`src/rtl/hmc_pkg.sv`:
```
package hmc_pkg;
  localparam int unsigned GATES_PER_CELL = 4;

  // bit0 = leg A upper, bit1 = leg A lower, bit2 = leg B upper, bit3 = leg B lower
  typedef struct packed {
    logic lo_b;
    logic hi_b;
    logic lo_a;
    logic hi_a;
  } cell_gate_t;
endpackage

```
`src/rtl/hmc_seq_pulse.sv`:
```
module hmc_seq_pulse (
  input  logic clk_i,
  input  logic rst_ni,
  input  logic sign_i,
  input  logic stb_i,
  output logic phase_o,
  output logic en_o,
  output logic sign_q_o
);
  logic sign_q, en_q, phase_q;
  logic rise;

  assign rise = sign_i & ~sign_q;

  always_ff @(posedge clk_i or negedge rst_ni) begin
    if (!rst_ni) begin
      sign_q  <= 1'b0;
      en_q    <= 1'b0;
      phase_q <= 1'b0;
    end else begin
      sign_q <= sign_i;
      if (stb_i) en_q <= 1'b1;
      // toggle only once running, on a rising zero crossing
      if (en_q && rise) phase_q <= ~phase_q;
    end
  end

  assign phase_o  = phase_q;
  assign en_o     = en_q;
  assign sign_q_o = sign_q;
endmodule

```
`src/rtl/hmc_leg.sv`:
```
module hmc_leg (
  input  logic en_i,
  input  logic cmd_i,
  output logic hi_o,
  output logic lo_o
);
  assign hi_o = en_i & cmd_i;
  assign lo_o = en_i & ~cmd_i;
endmodule

```
`src/rtl/hmc_cell_map.sv`:
```
module hmc_cell_map
  import hmc_pkg::*;
(
  input  logic       en_i,
  input  logic       phase_i,
  input  logic       fund_i,
  input  logic       pwm_i,
  output cell_gate_t gate_o
);
  logic cmd_a, cmd_b;

  // phase 1: leg A carries PWM, leg B carries the fundamental
  // phase 0: roles swap; leg B inverted so the cell level is unchanged
  assign cmd_a = phase_i ? pwm_i : fund_i;
  assign cmd_b = phase_i ? ~fund_i : ~pwm_i;

  hmc_leg i_leg_a (
    .en_i (en_i),
    .cmd_i(cmd_a),
    .hi_o (gate_o.hi_a),
    .lo_o (gate_o.lo_a)
  );

  hmc_leg i_leg_b (
    .en_i (en_i),
    .cmd_i(cmd_b),
    .hi_o (gate_o.hi_b),
    .lo_o (gate_o.lo_b)
  );
endmodule

```
`src/rtl/hybrid_mod_ctrl.sv`:
```
module hybrid_mod_ctrl
  import hmc_pkg::*;
#(
  parameter int unsigned NUM_CELLS = 2
) (
  input  logic                                clk_i,
  input  logic                                rst_ni,
  input  logic                                ref_pos_i,
  input  logic                                period_stb_i,
  input  logic [NUM_CELLS-1:0]                pwm_i,
  output logic [NUM_CELLS*GATES_PER_CELL-1:0] gate_o
);
  localparam int unsigned GATE_W = NUM_CELLS * GATES_PER_CELL;

  logic seq_phase, seq_en, sign_q;
  cell_gate_t cell_gate [NUM_CELLS];

  hmc_seq_pulse i_seq (
    .clk_i   (clk_i),
    .rst_ni  (rst_ni),
    .sign_i  (ref_pos_i),
    .stb_i   (period_stb_i),
    .phase_o (seq_phase),
    .en_o    (seq_en),
    .sign_q_o(sign_q)
  );

  for (genvar c = 0; c < NUM_CELLS; c++) begin : g_cell
    hmc_cell_map i_map (
      .en_i   (seq_en),
      .phase_i(seq_phase),
      .fund_i (ref_pos_i),
      .pwm_i  (pwm_i[c]),
      .gate_o (cell_gate[c])
    );
    assign gate_o[c*GATES_PER_CELL +: GATES_PER_CELL] = cell_gate[c];
  end

  logic [GATE_W-1:0] unused_w;
  assign unused_w = '0;
endmodule

```
`config.mk`:
```
export PLATFORM = sky130hd
export DESIGN_NAME = hybrid_mod_ctrl
export DESIGN_NICKNAME = d
export VERILOG_FILES = /design/src/rtl/hmc_pkg.sv /design/src/rtl/hmc_seq_pulse.sv /design/src/rtl/hmc_leg.sv /design/src/rtl/hmc_cell_map.sv /design/src/rtl/hybrid_mod_ctrl.sv
export SDC_FILE = /design/constraint.sdc
export NUM_CORES = 1
export LEC_CHECK = 0
export BUFFER_PORTS_ARGS = -buffer_cell sky130_fd_sc_hd__buf_4
export CORE_AREA = 2 2 39 41
export CTS_CLUSTER_DIAMETER = 30
export DETAILED_ROUTE_END_ITERATION = 10
export DIE_AREA = 0 0 41 43
export SLEW_MARGIN = 20
export SYNTH_ARGS = -nofsm -noshare
export SYNTH_HDL_FRONTEND = slang
export SYNTH_HIERARCHICAL = 1
export SYNTH_SLANG_ARGS = --single-unit
```
`constraint.sdc`:
```
create_clock -name clk_i -period 3.2 [get_ports clk_i]
set_clock_uncertainty 0.2 [all_clocks]
set_input_delay 0.64 -clock clk_i [delete_from_list [all_inputs] [get_ports clk_i]]
set_output_delay 0.64 -clock clk_i [all_outputs]
set_load 0.02 [all_outputs]
```
Word-level counts from Yosys, hierarchy flattened
Index checks and enable logic that the tools add are counted.

Output and inout port bits: 8. Logic and storage cells: 26. Bits of input ports: 6. Register bits: 3.

Mux-type cells: 4. Bitwise logic cells: 18. Reduce and logical (&&, ||, !) cells: 1.

Operators with widths (count): $and A1 B1 Y1 (9); $not A1 Y1 (9); $mux W1 (4); $logic_and A1 B1 Y1 (1).

Logic depth before layout (Yosys ltp)
Gate-level depths: netlist of the first run.

Depth after elaboration: 4. Gate-level depth with buffers: 2. Depth with buffers taken out: 2.

Modules after synthesis
Netlist of the first run, hierarchy kept.

Modules (own cells, without submodules): hmc_seq_pulse (area an instance 97.6 µm², instances 1, sequential area each 75.1 µm², cells an instance 6); hmc_leg (area an instance 16.3 µm², instances 4, sequential area each 0.0 µm², cells an instance 2); hmc_cell_map (area an instance 25.0 µm², instances 2, sequential area each 0.0 µm², cells an instance 2).

Worst setup path before layout of the first run
OpenSTA, ideal clock, no wires.

Path kind: input-to-output. Start: input ref_pos_i. End: output gate_o[1]. Arrival: 1153 ps. Stages: 2. Buffers on the path: 0. Path slack: 1207 ps. Data required time: 2360 ps. Cell sequence: mux2_4 -> and2b_2.

Longest elaborated chain between the ends: 3.

Ends and longest elaborated chain: from (decl) (line hybrid_mod_ctrl.sv:8) `input logic ref_pos_i,`; $mux W1 (line hmc_cell_map.sv:14) `assign cmd_a = phase_i ? pwm_i : fund_i;`; $not A1 Y1 (line hmc_leg.sv:8) `assign lo_o = en_i & ~cmd_i;`; $and A1 B1 Y1 (line hmc_leg.sv:8); to (decl) (line hybrid_mod_ctrl.sv:11) `output logic [NUM_CELLS*GATES_PER_CELL-1:0] gate_o`.

No other way between the ends.

Worst setup path after layout of the first run
Start: input ref_pos_i. End: output gate_o[5].

Longest elaborated chain between the ends: 3.

Ends and longest elaborated chain: $mux W1 (line hmc_cell_map.sv:14); net g_cell[1].i_map.cmd_a (line hmc_cell_map.sv:10) `logic cmd_a, cmd_b;`; $not A1 Y1 (line hmc_leg.sv:8); $and A1 B1 Y1 (line hmc_leg.sv:8).

The timed path passes the listed nets, and every way through them passes these cells.

==> impl_metrics.tcl, run 1 <==
set metrics [dict create \
    detailedRoute.firstPassIterationCount 2 \
    synth.net_count 24 \
    rows 14 \
    dieWidth_um 41 \
    initial_antenna_violation_count 0 \
    synth_cell_type_count 8 \
    crit_path_end_kind "output pin" \
    critPathMaxFanout 6 \
    core_um2 1380 \
    pwr_density_cell_nw_per_um2 780 \
    power_switching_uw 101 \
    layout_worst_path_cycle_share 0.689 \
    global_route.overflow_total 0 \
    finish.utilization 0.265 \
    sequentialPowerShare 0.207 \
    postRouteWirelength_um 439 \
    worst_ep_arrival_time_ns 1.36 \
    cts.repair_timing.setup_buffer_count 0 \
    achievable-frequency_mhz 454 \
    finalSetupViolCount 0 \
    start_kind "input pin" \
    post_synth_edffs 0 \
    boundaryPins 14 \
    grt_start_max_net_pins 11 \
    min-delay-path-class "flop to flop" \
    timing_worst_slew_pin_value_ns 0.245 \
    port_buffers 13 \
    clock_power_share 0.226 \
    cts_htree_levels 1 \
    grt_pass1_wl_um 683 \
    synthCells 18 \
    via_count 195 \
    post_route_cells_drive_above_1_share 0.750 \
    power.combinational.fraction 0.567 \
    path_class "input pin to output pin" \
    pint_uw 185 \
    synthFlopType "sky130_fd_sc_hd__dfrtp_1" \
    finalHoldWorstSlack_ns 0.317 \
    post-route-min-period_ns 2.20 \
    clk_pin_slew_worst_paths_ns 0.04 \
    syn_to_final_growth_pct 72.4 \
    clock_sinks 3 \
    required_arrival_time_at_the_worst_endpoint_ns 2.36 \
    grt_pass1_vias 170 \
    synth.avg_cell_area_um2 11.8 \
    synth_top_area_frac 0.353 \
    yosys.area.top_type "sky130_fd_sc_hd__dfrtp_1" \
    reported_leakage_power_uw 0.000175 \
    netlist_top_cells_count "sky130_fd_sc_hd__and2_2, sky130_fd_sc_hd__and2b_2, sky130_fd_sc_hd__dfrtp_1" \
    final.fill_count 154 \
    clk-insertion-delay-late_ns 0.23 \
    hold_viol_final 0 \
    synth_area_leaders "sky130_fd_sc_hd__dfrtp_1, sky130_fd_sc_hd__and2b_2, sky130_fd_sc_hd__and2_2, sky130_fd_sc_hd__mux2_4, sky130_fd_sc_hd__mux2i_1" \
    route.detailed.vias_per_inst 3.75 \
    area_of_the_die_um2 1760 \
    cts-buffers-inserted 3 \
    run_status "finished clean" \
    post-route-drc-count 0 \
    peakVddDrop_mv 0.251 \
    floorplan.initialDensity 0.154 \
    switching_share 0.354 \
    syn_area_um2 213 \
    maxSlewViolCount 0 \
    final_instance_count_without_filler_cells 52 \
    cts_hold_buffers 1 \
    wl_per_cell_um 8.44 \
    cts-root-to-sink-buffers 2 \
    synth-seq-cells 3 \
    cts-resized-gates 0 \
    gp_congestion 0.647 \
    grt_setup_unrepaired "no" \
    placed_cell_count 47 \
    global_route.usage.total 0.0604 \
    maxSlewHeadroom 0.837 \
    maxCapViolations 0 \
    yosysSeqAreaShare 0.353 \
    synth.yosys.warnings 6 \
    synth_async_sr_flop_share 1.00 \
    die_height_um 43 \
    timing.setup.tns_ns 0 \
    antenna_cells_inserted 0 \
    route.antenna.remaining_nets 0 \
    detail_route.iter0.violations 1 \
    final_nets 43 \
    clock_tree.root_cell "sky130_fd_sc_hd__clkbuf_4" \
    cts_tree "yes" \
    worst_setup_timing_slack_at_the_placement_stage_ns 0.987 \
    worst_slack_ns 0.996 \
]
area by class of cell:
class                           instances  area [µm²]  area share
Tap cell                               16        20.0      0.0546
Sequential cell                         3        75.1       0.205
Timing Repair Buffer                   14         108       0.294
Multi-Input combinational cell         15         138       0.375
Clock buffer                            4        26.3      0.0717
power by group through the flow:
stage / sequential (µW) / combinational [µW] / clock (µW)
3_3_place_gp: 60.0 / 162 / 0
5_1_grt: 61.8 / 176 / 71.7
3_5_place_dp: 59.9 / 163 / 0
6_report: 59.3 / 162 / 64.6
4_1_cts: 59.8 / 165 / 68.8
2_1_floorplan: 58.6 / 105 / 0
final timing paths:
| check | startpoint | end | slack [ns] | cells past startpoint |
|---|---|---|---|---|
| hold reg to reg | i_seq/sign_q_o$_DFF_PN0_ | i_seq/phase_o$_DFFE_PN0P_ | 0.32 | 2 |
| max in group asynchronous | rst_ni | i_seq/sign_q_o$_DFF_PN0_ | 2.14 | 2 |
| setup reg to reg | i_seq/en_o$_DFFE_PN0P_ | i_seq/en_o$_DFFE_PN0P_ | 2.12 | 1 |
| min in group asynchronous | rst_ni | i_seq/phase_o$_DFFE_PN0P_ | 0.56 | 2 |
| hold / removal | i_seq/sign_q_o$_DFF_PN0_ | i_seq/phase_o$_DFFE_PN0P_ | 0.32 | 2 |
| setup / recovery | ref_pos_i | gate_o[5] | 1.0 | 4 |
per-layer routing:
metal / share of wire / up-vias / GRT usage
li1: - / 96 / -
met1: 0.46 / 85 / 0.0744
met2: 0.37 / 14 / 0.0781
met3: 0.16 / 0 / 0.0314
met4: 0 / 0 / 0.0400
met5: 0 / - / 0
flip-flops by register name (all words and copies together) (netlist names):
name	cells
i_seq/en_o	1
i_seq/phase_o	1
i_seq/sign_q_o	1
stage by stage:
step                      power (µW)  instance area [µm²]
after floorplan                  164                  213
after global placement           222                  330
after detailed placement         223                  330
after CTS                        293                  367
after global routing             309                  367
final                            286                  367
layout by cell type, fill, tap and decap left out:
| master | n |
|---|---|
| sky130_fd_sc_hd__clkbuf_1 | 1 |
| sky130_fd_sc_hd__or2_2 | 1 |
| sky130_fd_sc_hd__mux2_4 | 2 |
| sky130_fd_sc_hd__xnor2_1 | 1 |
| sky130_fd_sc_hd__dlygate4sd3_1 | 1 |
| sky130_fd_sc_hd__and2b_2 | 4 |
| sky130_fd_sc_hd__mux2i_1 | 2 |
| sky130_fd_sc_hd__clkbuf_4 | 3 |
| sky130_fd_sc_hd__and2_2 | 4 |
| sky130_fd_sc_hd__dfrtp_1 | 3 |
| sky130_fd_sc_hd__buf_4 | 13 |
| sky130_fd_sc_hd__nand3b_1 | 1 |
worst max-delay path, stage by stage:
cell and delay (ns):
sky130_fd_sc_hd__buf_4 0.13, sky130_fd_sc_hd__mux2_4 0.26, sky130_fd_sc_hd__and2b_2 0.20, sky130_fd_sc_hd__buf_4 0.13
cells by family (layout without fill, tap and decap cells):
family	after synthesis	count (layout)	synth area share
and+or+nand+nor	10	10	0.371
muxes	4	4	0.235
DFF	3	3	0.353
xor gates and xnor gates	1	1	0.0412
buffers and inverters	0	18	0
Note: power is estimated with default switching activity, not from simulation.
==> inputs of run 2 (changes only) <==
ABC_AREA = 1   (was default)
clock period = 1.8 ns   (was 3.2 ns; I/O delays follow)
==> run 2 against run 1 <==
  * Non-clock buffer count unchanged
  * First-iteration DRC count rose to 4.0 times the previous value
  * Worst hold slack worse by 0.23 ns
  * Area after synthesis up 19%
  * Via count up 47%
  * Synthesized cell count rose to 2.6 times the previous value
  * Global-route usage up 0.60 points
  * Core utilization up 3.0 points
  * Sequential share of layout area down 1.8 points
  * Wire length up 10%
  * Register-to-register slack worse by 1.4 ns
  * Final cell count up 54%
  * Critical path type is now flop to output pin
  * Critical endpoint is now gate_o[6]
  * Largest cell class unchanged
  * Highest routed layer unchanged
==> impl_metrics.tcl, run 2 <==
set metrics [dict create \
    run_status "finished clean" \
    synth_cell_type_count 6 \
    most-common-layout-cells "sky130_fd_sc_hd__nand2_1, sky130_fd_sc_hd__inv_1, sky130_fd_sc_hd__buf_4" \
    post_synth_xor_area_fraction 0 \
    postRouteWirelength_um 484 \
    port_buffers 13 \
    dieWidth_um 41 \
    initial_antenna_violation_count 0 \
    clk_pin_slew_worst_paths_ns 0.03 \
    layout_worst_path_cycle_share 0.935 \
    critPathMaxFanout 8 \
    worst_setup_timing_slack_at_the_placement_stage_ns 0.309 \
    yosysSeqAreaShare 0.297 \
    rows 14 \
    maxCapViolations 0 \
    detail_route.iter0.violations 4 \
    synthAdderAreaFrac 0 \
    pwr_density_cell_nw_per_um2 911 \
    post-route-min-period_ns 1.68 \
    detailedRoute.firstPassIterationCount 2 \
    worst-r2r-setup-slack_ns 0.73 \
    cts.repair_timing.setup_buffer_count 0 \
    timing.setup.tns_ns 0 \
    required_arrival_time_at_the_worst_endpoint_ns 1.24 \
    syn_to_final_growth_pct 61.4 \
    worst_slack_ns 0.116 \
    clk-insertion-delay-late_ns 0.23 \
    die_height_um 43 \
    dpl.hpwl_um 405 \
    wl_per_cell_um 6.05 \
    timing.rr.end "i_seq/phase_o$_DFFE_PN0P_" \
    timing.hold.worst_endpoint "i_seq/sign_q_o$_DFF_PN0_" \
    final_design_instance_area_without_fill_um2 408 \
    clock_sinks 3 \
    maxSlewViolCount 0 \
    start_kind "flop" \
    register_to_register_path_depth 4 \
    yosys.area.top_type "sky130_fd_sc_hd__dfrtp_1" \
    worst_ep_arrival_time_ns 1.12 \
    route.detailed.vias_per_inst 3.58 \
    cts_tree "yes" \
    synthFlopType "sky130_fd_sc_hd__dfrtp_1" \
    global_route.overflow_total 0 \
    grt_pass1_wl_um 759 \
    final_common_cell "sky130_fd_sc_hd__nand2_1" \
    synth-seq-cells 3 \
    floorplan.initialDensity 0.183 \
    route.antenna.remaining_nets 0 \
    netlist_top_cells_count "sky130_fd_sc_hd__nand2_1, sky130_fd_sc_hd__inv_1, sky130_fd_sc_hd__nor2_2" \
    worst_r2r_start "i_seq/en_o$_DFFE_PN0P_" \
    timing_worst_slew_pin_value_ns 0.305 \
    synthCells 46 \
    syn_area_um2 253 \
    synth_area_leaders "sky130_fd_sc_hd__dfrtp_1, sky130_fd_sc_hd__nand2_1, sky130_fd_sc_hd__inv_1, sky130_fd_sc_hd__nor2_2, sky130_fd_sc_hd__or2_1" \
    cts-buffers-inserted 3 \
    maxSlewHeadroom 0.797 \
    cts_htree_levels 1 \
    gp_congestion 0.581 \
    synth-compound-area-share 0 \
    post-route-drc-count 0 \
    cts-root-to-sink-buffers 2 \
    synth_top_area_frac 0.297 \
    synth_async_sr_flop_share 1.00 \
    core_um2 1380 \
    synth.avg_cell_area_um2 5.49 \
    boundaryPins 14 \
    path_class "flop to output pin" \
    postPlaceCellArea_um2 370 \
    grt_pass1_vias 206 \
    holdPathStages 1 \
    clock_tree.root_cell "sky130_fd_sc_hd__clkbuf_4" \
    synth-simple-area-share 0.465 \
    hold_viol_final 0 \
    post_synth_edffs 0 \
    via_count 286 \
    p_total_uw 371 \
    reported_leakage_power_uw 0.000293 \
    grt_setup_unrepaired "no" \
    finish.utilization 0.295 \
    grt_start_max_net_pins 12 \
    synth.net_count 52 \
    finalSetupViolCount 0 \
    yosysMostFrequentCell "sky130_fd_sc_hd__nand2_1" \
    area_of_the_die_um2 1760 \
    crit_path_end_kind "output pin" \
    main_combinational_cell_family_by_area_after_synthesis "simple AND/OR/NAND/NOR gates" \
    post_route_cells_drive_above_1_share 0.344 \
    achievable-frequency_mhz 594 \
    synth_mux_area_frac 0 \
    global_route.usage.total 0.0663 \
    holdCritStartpoint "ref_pos_i" \
    final_nets 71 \
    synth.yosys.warnings 6 \
    antenna_cells_inserted 0 \
    min-delay-path-class "input pin to flop" \
    peakVddDrop_mv 0.229 \
]
-- run 2: cell families after synthesis --
kind of cell | after synthesis
and+or+nand+nor | 27
DFF | 3
buffers and inverters | 16
-- run 2: cell type report --
| type | count | area (µm²) |
|---|---|---|
| fill | 167 | 976 |
| clock buffer | 4 | 26.3 |
| multi-input combinational | 27 | 118 |
| tap | 16 | 20.0 |
| sequential | 3 | 76.3 |
| timing repair buffer | 14 | 108 |
| inverter | 16 | 60.1 |
-- run 2: worst max path at each step --
stage                                    from   endpoint  slack (ns)  depth (start not counted)
floorplan           i_seq/phase_o$_DFFE_PN0P_  gate_o[3]        0.42                          4
finish              i_seq/phase_o$_DFFE_PN0P_  gate_o[6]        0.12                          6
global placement                    ref_pos_i  gate_o[6]        0.32                          7
detailed placement                  ref_pos_i  gate_o[6]        0.31                          7
global route        i_seq/phase_o$_DFFE_PN0P_  gate_o[2]        0.01                          6
CTS                 i_seq/phase_o$_DFFE_PN0P_  gate_o[6]        0.06                          6
-- run 2: what timing repair did --
item / 4_1_cts / 5_1_grt
setup endpoints to repair: 0 / 6
hold buffers: 1 / 0
resized for setup: 0 / 1
endpoints found under the hold margin: 3 / 0
-- run 2: worst max-delay path: stages, from the launching register on --
cell	delay [ns]
sky130_fd_sc_hd__dfrtp_2	0.44
sky130_fd_sc_hd__inv_1	0.08
sky130_fd_sc_hd__nand2_1	0.05
sky130_fd_sc_hd__nand2_1	0.08
sky130_fd_sc_hd__nand2_1	0.06
sky130_fd_sc_hd__inv_1	0.06
sky130_fd_sc_hd__buf_4	0.13
-- run 2: metal layers --
metal  vias up  global-route usage  share of wire
met1       120              0.0710           0.37
met3         0              0.0314          0.072
li1        159                   -              -
met2         7              0.0906           0.55
met5         -                   0              0
met4         0              0.0600              0
-- run 2: where the power goes --
part / internal, µW / leakage, µW / switching (µW) / total, µW
Combinational: 76.7 / 0.000246 / 96.5 / 173
Sequential: 74.4 / 0.0000314 / 9.38 / 83.8
Clock: 82.9 / 0.0000150 / 31.6 / 114
Total: 234 / 0.000293 / 138 / 371
-- run 2: metrics by stage --
step	hold slack (ns)	cells
floorplan	-0.136	46
global placement	-0.0503	75
detailed placement	-0.0468	75
CTS	0.0785	80
global route	0.0875	80
finish	0.0887	80
